### src/rtl/page_ptr_pkg.sv
package page_ptr_pkg;
  typedef enum logic [1:0] {
    OP_BYTE_WR = 2'b00,
    OP_PAGE_WR = 2'b01,
    OP_READ    = 2'b10,
    OP_READ_ALT = 2'b11
  } op_e;
endpackage

### src/rtl/ptr_remap.sv
module ptr_remap #(
  parameter int ABYTE_W = 8,
  parameter int ADDR_W  = 9
) (
  input  logic [ABYTE_W-1:0] addr_byte_i,
  output logic [ADDR_W-1:0]  loc_o
);
  localparam logic [ADDR_W-1:0] HI_LOC = ADDR_W'(1) << ABYTE_W;

  // all-ones address byte reaches the extra page above the byte range
  always_comb begin
    if (&addr_byte_i) loc_o = HI_LOC;
    else              loc_o = ADDR_W'(addr_byte_i);
  end
endmodule

### src/rtl/ptr_step.sv
module ptr_step #(
  parameter int ADDR_W = 9,
  parameter int OFS_W  = 4,
  parameter int DEPTH  = 272
) (
  input  logic [ADDR_W-1:0] ptr_i,
  input  logic              in_page_i,
  output logic [ADDR_W-1:0] next_o
);
  localparam logic [ADDR_W-1:0] LAST = ADDR_W'(DEPTH - 1);

  logic [ADDR_W-1:0] page_next, lin_next;
  logic [OFS_W-1:0]  ofs_inc;

  always_comb begin
    ofs_inc   = ptr_i[OFS_W-1:0] + OFS_W'(1);
    page_next = {ptr_i[ADDR_W-1:OFS_W], ofs_inc};
    lin_next  = (ptr_i == LAST) ? '0 : ptr_i + ADDR_W'(1);
    next_o    = in_page_i ? page_next : lin_next;
  end
endmodule

### src/rtl/wr_gate.sv
module wr_gate
  import page_ptr_pkg::*;
#(
  parameter int ADDR_W    = 9,
  parameter int OFS_W     = 4,
  parameter int ABYTE_W   = 8,
  parameter int PROT_PAGE = 8
) (
  input  logic [ADDR_W-1:0] ptr_i,
  input  op_e               op_i,
  input  logic              wel_i,
  output logic              permit_o
);
  localparam int PG_W = ADDR_W - OFS_W;
  localparam logic [ADDR_W-1:0] HI_LOC = ADDR_W'(1) << ABYTE_W;

  logic byte_ok, page_ok;

  always_comb begin
    byte_ok = (ptr_i < HI_LOC - ADDR_W'(1)) || (ptr_i == HI_LOC);
    page_ok = ptr_i[ADDR_W-1:OFS_W] != PG_W'(PROT_PAGE);
    unique case (op_i)
      OP_BYTE_WR: permit_o = wel_i & byte_ok;
      OP_PAGE_WR: permit_o = wel_i & page_ok;
      default:    permit_o = 1'b0;
    endcase
  end
endmodule

### src/rtl/page_addr_ptr.sv
module page_addr_ptr
  import page_ptr_pkg::*;
#(
  parameter int OFS_W     = 4,
  parameter int NUM_PAGES = 17,
  parameter int ABYTE_W   = 8,
  parameter int PROT_PAGE = 8
) (
  input  logic               clk_i,
  input  logic               rst_ni,
  input  logic               load_i,
  input  logic [ABYTE_W-1:0] addr_byte_i,
  input  logic [1:0]         op_i,
  input  logic               advance_i,
  input  logic               wel_i,
  output logic [$clog2(NUM_PAGES*(1<<OFS_W))-1:0] addr_o,
  output logic               wr_permit_o
);
  localparam int DEPTH  = NUM_PAGES * (1 << OFS_W);
  localparam int ADDR_W = $clog2(DEPTH);
  localparam int PG_W   = ADDR_W - OFS_W;
  localparam logic [ADDR_W-1:0] LAST   = ADDR_W'(DEPTH - 1);
  localparam logic [ADDR_W-1:0] HI_LOC = ADDR_W'(1) << ABYTE_W;

  logic [ADDR_W-1:0] ptr_q, load_loc, step_loc;
  op_e               op_q;

  ptr_remap #(.ABYTE_W(ABYTE_W), .ADDR_W(ADDR_W)) i_remap (
    .addr_byte_i(addr_byte_i),
    .loc_o      (load_loc)
  );

  ptr_step #(.ADDR_W(ADDR_W), .OFS_W(OFS_W), .DEPTH(DEPTH)) i_step (
    .ptr_i    (ptr_q),
    .in_page_i(op_q == OP_PAGE_WR),
    .next_o   (step_loc)
  );

  wr_gate #(.ADDR_W(ADDR_W), .OFS_W(OFS_W), .ABYTE_W(ABYTE_W),
            .PROT_PAGE(PROT_PAGE)) i_gate (
    .ptr_i   (ptr_q),
    .op_i    (op_q),
    .wel_i   (wel_i),
    .permit_o(wr_permit_o)
  );

  always_ff @(posedge clk_i or negedge rst_ni) begin
    if (!rst_ni) begin
      ptr_q <= '0;
      op_q  <= OP_READ;
    end else if (load_i) begin
      ptr_q <= load_loc;
      op_q  <= op_e'(op_i);
    end else if (advance_i) begin
      ptr_q <= step_loc;
    end
  end

  assign addr_o = ptr_q;


  ff_load_chk: assert property (@(posedge clk_i) disable iff (!rst_ni)
    load_i && (&addr_byte_i) |=> addr_o == HI_LOC);


  page_fixed_chk: assert property (@(posedge clk_i) disable iff (!rst_ni)
    !load_i && advance_i && op_q == OP_PAGE_WR
    |=> addr_o[ADDR_W-1:OFS_W] == $past(addr_o[ADDR_W-1:OFS_W]));


  read_wrap_chk: assert property (@(posedge clk_i) disable iff (!rst_ni)
    !load_i && advance_i && op_q != OP_PAGE_WR && addr_o == LAST
    |=> addr_o == '0);


  in_range_chk: assert property (@(posedge clk_i) disable iff (!rst_ni)
    addr_o <= LAST);


  prot_page_chk: assert property (@(posedge clk_i) disable iff (!rst_ni)
    wr_permit_o && op_q == OP_PAGE_WR
    |-> addr_o[ADDR_W-1:OFS_W] != PG_W'(PROT_PAGE));


  wel_gate_chk: assert property (@(posedge clk_i) disable iff (!rst_ni)
    wr_permit_o |-> wel_i && op_q != OP_READ && op_q != OP_READ_ALT);


  byte_hole_chk: assert property (@(posedge clk_i) disable iff (!rst_ni)
    wr_permit_o && op_q == OP_BYTE_WR |-> addr_o != HI_LOC - ADDR_W'(1));


  op_hold_chk: assert property (@(posedge clk_i) disable iff (!rst_ni)
    !load_i |=> $stable(op_q));


  load_wins_chk: assert property (@(posedge clk_i) disable iff (!rst_ni)
    load_i && advance_i |=> addr_o == $past(load_loc));
endmodule

### config.mk
export PLATFORM = sky130hd
export DESIGN_NAME = page_addr_ptr
export DESIGN_NICKNAME = d
export VERILOG_FILES = /design/src/rtl/page_ptr_pkg.sv /design/src/rtl/ptr_remap.sv /design/src/rtl/ptr_step.sv /design/src/rtl/wr_gate.sv /design/src/rtl/page_addr_ptr.sv
export SDC_FILE = /design/constraint.sdc
export NUM_CORES = 1
export LEC_CHECK = 0
export BUFFER_PORTS_ARGS = -buffer_cell sky130_fd_sc_hd__buf_4
export CELL_PAD_IN_SITES_DETAIL_PLACEMENT = 1
export CELL_PAD_IN_SITES_GLOBAL_PLACEMENT = 2
export CORE_MARGIN = 2
export CORE_UTILIZATION = 25
export CTS_BUF_LIST = sky130_fd_sc_hd__clkbuf_4 sky130_fd_sc_hd__clkbuf_8 sky130_fd_sc_hd__clkbuf_16
export DETAILED_ROUTE_END_ITERATION = 7
export PLACE_DENSITY = 0.71
export SYNTH_ARGS = -nofsm -noshare
export SYNTH_HDL_FRONTEND = slang
export SYNTH_SLANG_ARGS = --single-unit
export TNS_END_PERCENT = 1
### constraint.sdc
create_clock -name clk_i -period 1.6 [get_ports clk_i]
set_input_delay 0.32 -clock clk_i [delete_from_list [all_inputs] [get_ports clk_i]]
set_output_delay 0.32 -clock clk_i [all_outputs]
set_load 0.02 [all_outputs]
# Word-level counts from Yosys, hierarchy flattened
# Index checks and enable logic that the tools add are counted.
# word_totals
regBits	11
in_bits	15
output_inout_bits	10
# classes
addsub	2
order_cmp	1
eq_ne	5
mux	6
n_bitwise	2
n_reduce_logical	5
# op_table
operator	n
9-bit two-way mux	5
9-bit equality test (second input constant)	2
9-bit by 1-bit adder with 9-bit output (second input constant)	1
9-bit by 8-bit < comparator with 1-bit output (second input constant)	1
8-bit AND reduction	1
5-bit by 4-bit inequality test with 1-bit output (second input constant)	1
4-bit by 1-bit adder with 4-bit output (second input constant)	1
1-bit bitwise AND	2
2-bit by 1-bit equality test with 1-bit output (second input constant)	1
2-bit logical NOT	1
2-bit inequality test (second input constant)	1
1-bit case mux with 2 select lines	1
2-bit AND reduction	1
2-bit nonzero test	1
1-bit logical OR	1

# Longest topological paths before layout
# Gate-level depths: netlist of run 1.
# depth
depth_word	5
ltp_mapped	6
ltp_nobuf	5

# By module
# Synthesis of run 1 repeated with hierarchy kept, for this count alone.
# hier_totals
cells_unflattened	96
area_unflattened_um2	939.7
# by_module_without_submodules
module	n_inst	cells_each	area_per_inst_um2
page_addr_ptr	1	44	509.2
ptr_step	1	28	230.2
ptr_remap	1	13	128.9
wr_gate	1	11	71.3

# Least setup slack after synthesis of run 1
# OpenSTA, ideal clock, no wires.
# synth_path
kind	reg2out
from	register ptr_q[2], in the netlist addr_o[2]
to	output port wr_permit_o
t_arrival_ps	1559
required_ps	1280
path_slack_ps	-279
stages_incl_launch_ff	5
n_path_buf	0
cell_sequence	dfrtp_1 > and4_1 > and3_1 > o311a_1 > a21oi_1
# synth_between
elab_chain_cells	4
elab_cells_between_ends	5
# synth_lines
item	line	source
from (decl)	page_addr_ptr.sv:25	logic [ADDR_W-1:0] ptr_q, load_loc, step_loc;
from (signal assigned)	page_addr_ptr.sv:52	ptr_q <= load_loc;
from (signal assigned)	page_addr_ptr.sv:55	ptr_q <= step_loc;
9-bit by 8-bit < comparator with 1-bit output / 9-bit equality test (equally long branches)	wr_gate.sv:20	byte_ok = (ptr_i < HI_LOC - ADDR_W'(1)) || (ptr_i == HI_LOC);
1-bit logical OR (*)	wr_gate.sv:20	
1-bit bitwise AND (*)	wr_gate.sv:23	OP_BYTE_WR: permit_o = wel_i & byte_ok;
1-bit case mux with 2 select lines (*)	wr_gate.sv:22	unique case (op_i)
to (decl)	page_addr_ptr.sv:17	output logic wr_permit_o
# Every way passes the cells marked *; elsewhere a longest branch is shown, timed or not.

# Worst setup path after layout of run 1
# layout_path
from	register ptr_q[4], in the netlist addr_o[4]
to	output port wr_permit_o
# layout_between
elab_chain_cells	4
elab_cells_between_ends	7
# layout_lines
item	line
9-bit by 8-bit < comparator with 1-bit output / 9-bit equality test (equally long branches)	wr_gate.sv:20
1-bit logical OR	wr_gate.sv:20
1-bit bitwise AND	wr_gate.sv:23
1-bit case mux with 2 select lines (*)	wr_gate.sv:22
# Marked as above.

==> results of run 1 <==
-- through the flow --
step	area, µm²	utilization (%)
2_1_floorplan	776	-
3_3_place_gp	1080	38.2
3_5_place_dp	1080	38.2
4_1_cts	1180	41.8
5_1_grt	1210	42.7
6_report	1210	42.7
-- worst min-delay path by stage --
stage	slack (ps)	endpoint	depth (start not counted)
global placement	170	addr_o[7]	1
finish	250	op_q[1]	3
global route	270	op_q[1]	3
CTS	250	op_q[1]	3
detailed placement	170	addr_o[7]	1
floorplan	20	addr_o[0]	0
-- cells in the final DEF (no fill, tap or decap), types with 3 or more instances in the layout --
master,instances
sky130_fd_sc_hd__a21oi_1,3
sky130_fd_sc_hd__a221o_1,4
sky130_fd_sc_hd__buf_4,38
sky130_fd_sc_hd__clkbuf_4,4
sky130_fd_sc_hd__dfrtp_1,4
sky130_fd_sc_hd__dfrtp_2,6
sky130_fd_sc_hd__inv_1,6
sky130_fd_sc_hd__nand2_1,9
sky130_fd_sc_hd__nand3_1,4
sky130_fd_sc_hd__nand4_1,7
sky130_fd_sc_hd__nor2_1,3
sky130_fd_sc_hd__o21ai_0,3
-- power groups by stage --
stage	Sequential (mW)	Combinational [mW]	Clock, mW
finish	0.336	0.346	0.223
global route	0.342	0.380	0.244
CTS	0.336	0.341	0.226
detailed placement	0.341	0.307	0
global placement	0.340	0.304	0
floorplan	0.382	0.109	0
-- what timing repair did --
action	CTS	global route
endpoints found under the hold margin	10	0
setup buffers	2	1
endpoints found under the setup margin	5	7
pin swaps	1	0
resized for setup	11	3
hold buffers	1	0
-- sequential cells by signal, summed over array words and instances, names as in the netlist --
| register | flops |
|---|---|
| op_q | 2 |
| addr_o | 9 |
-- area by class of cell --
type | instances | area, µm² | area share, %
multi-input combinational | 66 | 514 | 42.6
sequential | 11 | 284 | 23.5
inverter | 6 | 22.5 | 1.87
timing repair buffer | 41 | 318 | 26.3
clock buffer | 4 | 30.0 | 2.49
tap | 31 | 38.8 | 3.21
-- cell families after synthesis --
family	after synthesis
buffers and inverters	9
and+or+nand+nor	36
DFF	11
adders and majority gates	2
xor gates and xnor gates	2
muxes	1
AOI/OAI and AO/OA	25
-- layer usage --
metal / track usage [%] / up-vias / share of wire (%)
met5: 0 / - / 0
met4: 5.84 / 0 / 1.7
met3: 2.40 / 5 / 4.7
met2: 27.0 / 24 / 50
met1: 22.6 / 424 / 44
li1: - / 415 / -
-- critical path, stage by stage, from the launching register on --
cell                      delay (ps)
sky130_fd_sc_hd__dfrtp_2         440
sky130_fd_sc_hd__or3_4           410
sky130_fd_sc_hd__o21ai_2         130
sky130_fd_sc_hd__o311a_4         210
sky130_fd_sc_hd__a21oi_4          50
sky130_fd_sc_hd__buf_6           130
==> flow_metrics.py, run 1 <==
metrics = {
    "logic_synthesis": {
        "synth_top_cells_by_area": "sky130_fd_sc_hd__dfrtp_1 33%, sky130_fd_sc_hd__nand4_1 5.8%, sky130_fd_sc_hd__a221o_1 5.3%",
        "netlist-cell-type-count": 36,
        "dominant_combinational_cell_family_by_area_after_synthesis": "simple AND/OR/NAND/NOR gates",
        "ys_dominant_reg_cell": "sky130_fd_sc_hd__dfrtp_1",
        "synth-warning-count": 0,
        "synthSimpleGateAreaFrac_pct": 26.9,
        "ys_async_sr_fraction_pct": 100,
        "yosys.area_share.adder_pct": 3.30,
        "yosys_register_bits": 11,
        "synth_commonest_cells": "10 x sky130_fd_sc_hd__dfrtp_1, 9 x sky130_fd_sc_hd__nand2_1, 7 x sky130_fd_sc_hd__nand4_1, 6 x sky130_fd_sc_hd__inv_1",
        "syn-cell-area_um2": 758,
        "synth_largest_type_area_fraction_pct": 33.0,
        "synth-edff-count": 0,
        "synthesis.nets": 103,
        "synthesis.area_per_instance_um2": 8.82,
        "synth_compound_gate_area_share_pct": 24.9,
        "yosysMostFrequentCell": "sky130_fd_sc_hd__dfrtp_1",
        "yosys.area_share.xor_xnor_pct": 2.31,
        "post_synthesis_cell_type_with_the_largest_combined_area": "sky130_fd_sc_hd__dfrtp_1",
        "synthMuxAreaShare_pct": 1.49,
        "synth_cells": 86,
        "seq_area_frac_synth_pct": 36.5,
    },
    "power": {
        "power_density_cells_mw_per_mm2": 750,
        "total_power_mw": 0.905,
        "power.leakage_nw": 0.544,
        "power.share.sequential_pct": 37.1,
        "intPower_mw": 0.594,
        "ir_worst_vdd_mv": 0.377,
        "pwr-share-comb_pct": 38.2,
        "power.net_switching_mw": 0.311,
        "swShare_pct": 34.4,
        "p_clk_share_pct": 24.6,
    },
    "die": {
        "io_pins": 25,
        "initial_utilization_pct": 26.8,
        "num_rows": 19,
        "die_w_um": 59.1,
        "core_region_area_mm2": 0.00283,
        "die_ar_mm2": 0.00349,
        "dieHeight_um": 59.1,
    },
    "sta": {
        "finClkSkew_ps": 3.30,
        "report.final.setup_viol": 1,
        "clock.fmax_mhz": 507,
        "slew-limit-headroom_pct": 74.6,
        "final_hold_viols": 0,
        "drv_slew": 0,
        "period_share_pct": 123,
        "final_hold_slack_ps": 251,
        "tightestPinTransition_ps": 380,
        "rsz0062_at_grt": "yes",
        "final.min_clock_period_ps": 1970,
        "worst_case_setup_margin_in_the_final_layout_ps": -370,
        "fin_tns_setup_ps": -370,
    },
    "critical_path": {
        "crit_arrival_ps": 1650,
        "startpoint": "addr_o[4]",
        "number_of_cells_on_the_worst_reg_to_reg_path": 5,
        "worstSetupStartpointType": "flop",
        "r2r-end": "addr_o[3]",
        "crit-reg2reg-launch": "addr_o[4]",
        "worst-endpoint-required_ps": 1280,
        "crit_path_capture_type": "primary output",
        "r2r_slack_ps": 0,
        "critical_path_type": "flop to primary output",
        "worst_setup_path_endpoint": "wr_permit_o",
        "critical_path_peak_fanout": 5,
    },
    "clock_network": {
        "cts_buffers": 3,
        "cts_sinks": 11,
        "clkTransAtPathRegs_ps": 80,
        "clock_path_buffers": 2,
        "cts_max_level": 1,
        "worst_skew_pair_latency_ps": 280,
        "cts-root-buf": "sky130_fd_sc_hd__clkbuf_4",
        "tritoncts_clock_tree": "yes",
    },
    "cells_and_area": {
        "final-instance-count-excl-fill": 159,
        "antenna_cells": 0,
        "final_layout_size_suffix_gt1_share_pct": 50.8,
        "areaGrowthSynthToFinish_pct": 59.2,
        "fillCellCount": 338,
        "finalNetCount": 146,
    },
    "global_routing": {
        "grt_first_pass_wirelength_um": 4320,
        "grt_max_degree": 14,
        "antenna_violations_before_repair": 0,
        "gr-usage-all-layers_pct": 16.7,
        "grt_pass1_vias": 927,
        "grt_remaining_overflow": 0,
    },
    "placed_design": {
        "post-dp-hpwl_um": 1930,
        "io_buffers": 24,
        "placedCellCount": 151,
        "dpl_worst_slack_ps": -139,
        "routabilityCongestion": 0.778,
    },
    "status": {
        "failing_checks": "negative setup slack",
        "status": "complete, but fails checks",
    },
    "detailed_routing": {
        "detailroute.via_count": 868,
        "route.detailed.drc": 0,
        "finalWirelength_um": 2520,
        "antenna_violating_nets_post_route": 0,
        "post_drt_via_cell_ratio": 5.46,
        "post_drt_wl_per_cell_um": 15.9,
        "detailedRoute.firstIterationViolations": 12,
        "firstDrtPassIters": 4,
    },
    "job": {
        "max_cap_violations": 0,
    },
    "worst_hold_path": {
        "worst_hold_startpoint": "op_i[1]",
        "timing.hold.worst.class": "input port to flop",
    },
}
No activity file was read; power rests on OpenSTA's default activity.
==> inputs of run 2 (changes only) <==
--- a/config.mk
+++ b/config.mk
@@ -12,7 +12,7 @@
 export CORE_UTILIZATION = 25
 export CTS_BUF_LIST = sky130_fd_sc_hd__clkbuf_4 sky130_fd_sc_hd__clkbuf_8 sky130_fd_sc_hd__clkbuf_16
 export DETAILED_ROUTE_END_ITERATION = 7
-export PLACE_DENSITY = 0.71
+export PLACE_DENSITY = 0.7
 export SYNTH_ARGS = -nofsm -noshare
 export SYNTH_HDL_FRONTEND = slang
 export SYNTH_SLANG_ARGS = --single-unit
==> run 2 against run 1 <==
Against the previous run:
- the run still ends with negative setup slack left
- final area is 1.8% lower
- utilization is 0.75 points lower
- sequential share of layout area is 0.32 points higher
- worst setup slack better by 30 ps
- global-route usage is 0.15 points higher
- final cell count is 0.63% lower
- die area stayed put
- sequential cell count stayed put
- maximum frequency is 1.5% higher
- largest cell class unchanged
- highest routed layer unchanged
==> flow_metrics.py, run 2 (synthesis gave the netlist of run 1 again) <==
metrics = {
    "cells_and_area": {
        "areaGrowthSynthToFinish_pct": 56.4,
        "flip_flop_count_of_the_largest_register_all_copies_and_words_added": 9,
        "top_register": "addr_o",
        "commonest_non_fill_non_tap_cells_in_the_layout": "37 x sky130_fd_sc_hd__buf_4, 9 x sky130_fd_sc_hd__nand2_1, 7 x sky130_fd_sc_hd__nand4_1",
        "finalNetCount": 145,
        "largestRegisters": "addr_o x9, op_q x2",
        "antenna_cells": 0,
        "summed_area_of_non_filler_cells_in_the_final_layout_mm2": 0.00119,
        "fillCellCount": 336,
        "final_common_cell": "sky130_fd_sc_hd__buf_4",
        "final-instance-count-excl-fill": 158,
        "final_layout_size_suffix_gt1_share_pct": 49.6,
    },
    "clock_network": {
        "cts_buffers": 3,
        "cts_sinks": 11,
        "clock_path_buffers": 2,
        "worst_skew_pair_latency_ps": 270,
        "clkTransAtPathRegs_ps": 80,
        "cts-root-buf": "sky130_fd_sc_hd__clkbuf_4",
        "cts_max_level": 1,
        "tritoncts_clock_tree": "yes",
    },
    "placed_design": {
        "dpl_worst_slack_ps": -140,
        "placedCellCount": 152,
        "dpl-instance-area_mm2": 0.00109,
        "io_buffers": 24,
        "post-dp-hpwl_um": 1980,
        "routabilityCongestion": 0.737,
    },
    "sta": {
        "final_hold_viols": 0,
        "period_share_pct": 121,
        "final.min_clock_period_ps": 1940,
        "fin_tns_setup_ps": -341,
        "drv_slew": 0,
        "clock.fmax_mhz": 515,
        "tightestPinTransition_ps": 399,
        "report.final.setup_viol": 1,
        "finClkSkew_ps": 1.48,
        "final_hold_slack_ps": 258,
        "slew-limit-headroom_pct": 73.4,
        "worst_case_setup_margin_in_the_final_layout_ps": -341,
        "rsz0062_at_grt": "yes",
    },
    "power": {
        "power.leakage_nw": 0.537,
        "power_density_cells_mw_per_mm2": 755,
        "ir_worst_vdd_mv": 0.313,
    },
    "die": {
        "core_region_area_mm2": 0.00283,
        "initial_utilization_pct": 26.8,
        "die_w_um": 59.1,
        "die_ar_mm2": 0.00349,
        "dieHeight_um": 59.1,
        "io_pins": 25,
        "num_rows": 19,
    },
    "critical_path": {
        "path_buf_inv": 1,
        "critical_path_type": "flop to primary output",
        "critPathTopFamily": "flip-flops",
        "crit_path_capture_type": "primary output",
        "crit_arrival_ps": 1620,
        "worstSetupStartpointType": "flop",
        "worst-endpoint-required_ps": 1280,
        "startpoint": "addr_o[4]",
        "critical_path_peak_fanout": 4,
        "crit-reg2reg-launch": "addr_o[0]",
        "timing.critical_path.slowest_cell_delay_ps": 420,
        "crit_path_cell_trace": "or3_4, o21ai_2, o311a_4, a21oi_4, buf_6",
        "library_cell_contributing_the_largest_single_delay_on_the_critical_path": "sky130_fd_sc_hd__dfrtp_2",
    },
    "detailed_routing": {
        "post_drt_via_cell_ratio": 5.51,
        "antenna_violating_nets_post_route": 0,
        "firstDrtPassIters": 4,
        "detailedRoute.firstIterationViolations": 14,
        "route.detailed.drc": 0,
        "detailroute.via_count": 871,
        "post_drt_wl_per_cell_um": 16.4,
        "finalWirelength_um": 2600,
    },
    "worst_hold_path": {
        "worst_hold_startpoint": "op_i[1]",
        "timing.hold.worst.class": "input port to flop",
    },
    "global_routing": {
        "gr-usage-all-layers_pct": 16.8,
        "grt_first_pass_wirelength_um": 4330,
        "grt_remaining_overflow": 0,
        "grt_pass1_vias": 897,
        "antenna_violations_before_repair": 0,
        "grt_max_degree": 14,
    },
    "status": {
        "failing_checks": "negative setup slack",
        "status": "complete, but fails checks",
    },
    "job": {
        "max_cap_violations": 0,
    },
}
-- run 2: worst paths after layout --
path	to	depth (start not counted)	slack [ps]
max	wr_permit_o	5	-340
min	op_q[1]	3	260
max reg2reg	addr_o[3]	6	20
min reg2reg	op_q[1]	2	540
max in group asynchronous	op_q[1]	2	940
min in group asynchronous	addr_o[8]	2	420
-- run 2: cell type report --
| class | count | area (µm²) | area share [%] |
|---|---|---|---|
| repair buffers | 40 | 310 | 26.2 |
| clock buffers | 4 | 30.0 | 2.53 |
| multi-input cells | 66 | 502 | 42.3 |
| flip-flops and latches | 11 | 283 | 23.8 |
| well taps | 31 | 38.8 | 3.27 |
| inverters | 6 | 22.5 | 1.90 |
-- run 2: per-layer routing --
layer / GRT usage, % / wire, µm / up-vias
met3: 2.62 / 84 / 2
met4: 4.87 / 13 / 0
met2: 30.5 / 1350 / 17
li1: - / - / 411
met1: 20.3 / 1140 / 441
met5: 0 / 0 / -
-- run 2: power by group --
group	switching, mW	internal [mW]
clock network	0.105	0.113
registers	0.0238	0.311
logic	0.178	0.164
total	0.307	0.588
-- run 2: worst min-delay path: stages --
cell and delay (ps):
sky130_fd_sc_hd__buf_4 80, sky130_fd_sc_hd__nand2_1 40, sky130_fd_sc_hd__o21ai_0 60
-- run 2: stage by stage --
| stage | total power [mW] | utilization (%) |
|---|---|---|
| after CTS | 0.911 | 41.7 |
| after floorplan | 0.491 | - |
| final | 0.895 | 41.9 |
| after detailed placement | 0.656 | 38.4 |
| after global routing | 0.956 | 41.9 |
| after global placement | 0.649 | 38.4 |
-- run 2: what timing repair did --
action                     in CTS  in global routing
pin swaps                       2                  0
hold endpoints to repair       10                  0
setup endpoints to repair       5                  6
hold buffers                    1                  0
setup buffers                   1                  0
gates resized for setup        10                  3
==> inputs of run 3 (changes only) <==
--- a/config.mk
+++ b/config.mk
@@ -9,10 +9,10 @@
 export CELL_PAD_IN_SITES_DETAIL_PLACEMENT = 1
 export CELL_PAD_IN_SITES_GLOBAL_PLACEMENT = 2
 export CORE_MARGIN = 2
-export CORE_UTILIZATION = 25
+export CORE_UTILIZATION = 28
 export CTS_BUF_LIST = sky130_fd_sc_hd__clkbuf_4 sky130_fd_sc_hd__clkbuf_8 sky130_fd_sc_hd__clkbuf_16
 export DETAILED_ROUTE_END_ITERATION = 7
-export PLACE_DENSITY = 0.7
+export PLACE_DENSITY = 0.74
 export SYNTH_ARGS = -nofsm -noshare
 export SYNTH_HDL_FRONTEND = slang
 export SYNTH_SLANG_ARGS = --single-unit
==> constraint.sdc (replaced) <==
create_clock -name clk_i -period 1.9 [get_ports clk_i]
set_input_delay 0.38 -clock clk_i [delete_from_list [all_inputs] [get_ports clk_i]]
set_output_delay 0.38 -clock clk_i [all_outputs]
set_load 0.02 [all_outputs]
==> run 3 against run 2 <==
Against the previous run:
- the flow still finishes with violations (negative setup slack)
- total power decreased by 19%
- worst setup slack gained 260 ps
- sequential power decreased by 16%
- die area shrank 10%
- final area decreased by 6.6%
- via count is 5.3% lower
- highest routed layer unchanged
==> flow_metrics.py, run 3 (synthesis gave the netlist of run 1 again) <==
metrics = {
    "critical_path": {
        "crit-reg2reg-launch": "addr_o[0]",
        "worstSetupStartpointType": "flop",
        "path_buf_inv": 1,
        "startpoint": "addr_o[4]",
        "critical_path_type": "flop to primary output",
        "timing.critical_path.slowest_cell_delay_ps": 410,
        "crit_arrival_ps": 1600,
        "crit_path_cell_trace": "and2_4, and3_4, o311a_1, a21oi_2, buf_4",
        "worst_setup_path_endpoint": "wr_permit_o",
        "timing.critical_path.depth": 5,
        "critPathTopFamily": "compound AO/OA/AOI/OAI gates",
        "library_cell_contributing_the_largest_single_delay_on_the_critical_path": "sky130_fd_sc_hd__dfrtp_1",
        "r2r-end": "addr_o[3]",
        "number_of_cells_on_the_worst_reg_to_reg_path": 6,
        "r2r_slack_ps": 70,
        "critical_path_peak_fanout": 4,
        "worst-endpoint-required_ps": 1520,
        "crit_path_capture_type": "primary output",
    },
    "clock_network": {
        "cts_max_level": 1,
        "cts_sinks": 11,
        "clkTransAtPathRegs_ps": 90,
        "cts-root-buf": "sky130_fd_sc_hd__clkbuf_4",
        "tritoncts_clock_tree": "yes",
        "clock_path_buffers": 2,
        "worst_skew_pair_latency_ps": 280,
        "cts_buffers": 3,
    },
    "cells_and_area": {
        "antenna_cells": 0,
        "flip_flop_count_of_the_largest_register_all_copies_and_words_added": 9,
        "area.sequential_um2": 277,
        "finalNetCount": 141,
        "areaGrowthSynthToFinish_pct": 46.0,
        "final_common_cell": "sky130_fd_sc_hd__buf_4",
        "fin_util_pct": 43.9,
        "final_layout_size_suffix_gt1_share_pct": 40.7,
        "summed_area_of_non_filler_cells_in_the_final_layout_mm2": 0.00111,
        "largestRegisters": "addr_o x9, op_q x2",
        "area_taken_by_multi_input_logic_gates_um2": 470,
        "fillCellCount": 307,
        "final-instance-count-excl-fill": 153,
        "top_register": "addr_o",
        "commonest_non_fill_non_tap_cells_in_the_layout": "35 x sky130_fd_sc_hd__buf_4, 10 x sky130_fd_sc_hd__dfrtp_1, 9 x sky130_fd_sc_hd__nand2_1",
    },
    "detailed_routing": {
        "wl_met2_um": 1290,
        "finalWirelength_um": 2620,
        "antenna_violating_nets_post_route": 0,
        "route.layer.met1.wl_um": 1210,
        "met3RoutedLength_um": 100,
        "detailedRoute.firstIterationViolations": 21,
        "firstDrtPassIters": 4,
        "post_drt_via_cell_ratio": 5.39,
        "post_drt_wl_per_cell_um": 17.1,
        "route.top_layer_used": "met4",
        "route.detailed.drc": 0,
        "detailroute.via_count": 825,
    },
    "sta": {
        "worst_case_setup_margin_in_the_final_layout_ps": -76.7,
        "clock.fmax_mhz": 506,
        "rsz0062_at_grt": "yes",
        "final_hold_slack_ps": 316,
        "final_hold_viols": 0,
        "period_share_pct": 104,
        "fin_tns_setup_ps": -76.7,
        "report.final.setup_viol": 1,
        "final.min_clock_period_ps": 1980,
        "finClkSkew_ps": 5.59,
        "slew-limit-headroom_pct": 73.7,
        "drv_slew": 0,
        "tightestPinTransition_ps": 394,
    },
    "power": {
        "ir_worst_vdd_mv": 0.266,
        "total_power_mw": 0.727,
        "power.leakage_nw": 0.525,
        "power_density_cells_mw_per_mm2": 657,
    },
    "placed_design": {
        "routabilityCongestion": 0.811,
        "dpl-instance-area_mm2": 0.00102,
        "io_buffers": 24,
        "post-dp-hpwl_um": 1930,
        "placedCellCount": 144,
        "dpl_worst_slack_ps": 99.1,
    },
    "die": {
        "num_rows": 18,
        "die_w_um": 56.0,
        "io_pins": 25,
        "initial_utilization_pct": 30.1,
        "die_ar_mm2": 0.00314,
        "core_region_area_mm2": 0.00252,
        "dieHeight_um": 56.0,
    },
    "global_routing": {
        "grt_max_degree": 14,
        "grt_pass1_vias": 908,
        "antenna_violations_before_repair": 0,
        "gr-usage-all-layers_pct": 17.7,
        "grt_remaining_overflow": 0,
        "grt_first_pass_wirelength_um": 4370,
    },
    "status": {
        "status": "complete, but fails checks",
        "failing_checks": "negative setup slack",
    },
    "job": {
        "max_cap_violations": 0,
    },
    "worst_hold_path": {
        "timing.hold.worst.class": "input port to flop",
    },
}
[run 3: cell types whose count changed in the layout (fill, tap and decap cells not counted), sizes merged]
cell    delta
buf        -4
clkbuf     -1
clkinv     +1
[run 3: layer usage]
layer | GRT usage (%) | vias up
met5 | 0 | -
met4 | 5.10 | 0
met3 | 2.09 | 4
met2 | 31.9 | 19
met1 | 21.8 | 400
li1 | - | 402
[run 3: repair_timing]
| action | 4_1_cts | 5_1_grt |
|---|---|---|
| hold buffers | 1 | 0 |
| pin swaps | 5 | 0 |
| buffers inserted | 4 | 0 |
| gates resized for setup | 6 | 0 |
| endpoints found under the hold margin | 10 | 0 |
| endpoints found under the setup margin | 1 | 1 |
[run 3: layout make-up]
type	count	share of cell area [%]
tap	30	3.39
clock inverter	1	0.452
multi-input combinational	66	42.5
inverter	6	2.03
clock buffer	3	2.03
timing repair buffer	36	24.6
sequential	11	25.0
[run 3: worst min path at each step]
| stage | startpoint | end | slack [ps] | depth (start not counted) |
|---|---|---|---|---|
| 6_report | op_i[1] | op_q[1] | 320 | 3 |
| 5_1_grt | op_i[1] | op_q[1] | 320 | 3 |
| 4_1_cts | op_i[1] | op_q[1] | 320 | 3 |
| 3_5_place_dp | rst_ni | addr_o[7] | 230 | 1 |
| 3_3_place_gp | rst_ni | addr_o[7] | 230 | 1 |
| 2_1_floorplan | rst_ni | addr_o[0] | 80 | 0 |
[run 3: worst min-delay path: stages]
cell,delay (ps)
sky130_fd_sc_hd__buf_4,80
sky130_fd_sc_hd__nand2_1,40
sky130_fd_sc_hd__o21ai_0,60
[run 3: power breakdown]
part	total (mW)	switching, mW	internal (mW)
clock network	0.173	0.0954	0.0781
registers	0.282	0.0224	0.259
logic	0.272	0.143	0.129
total	0.727	0.261	0.466
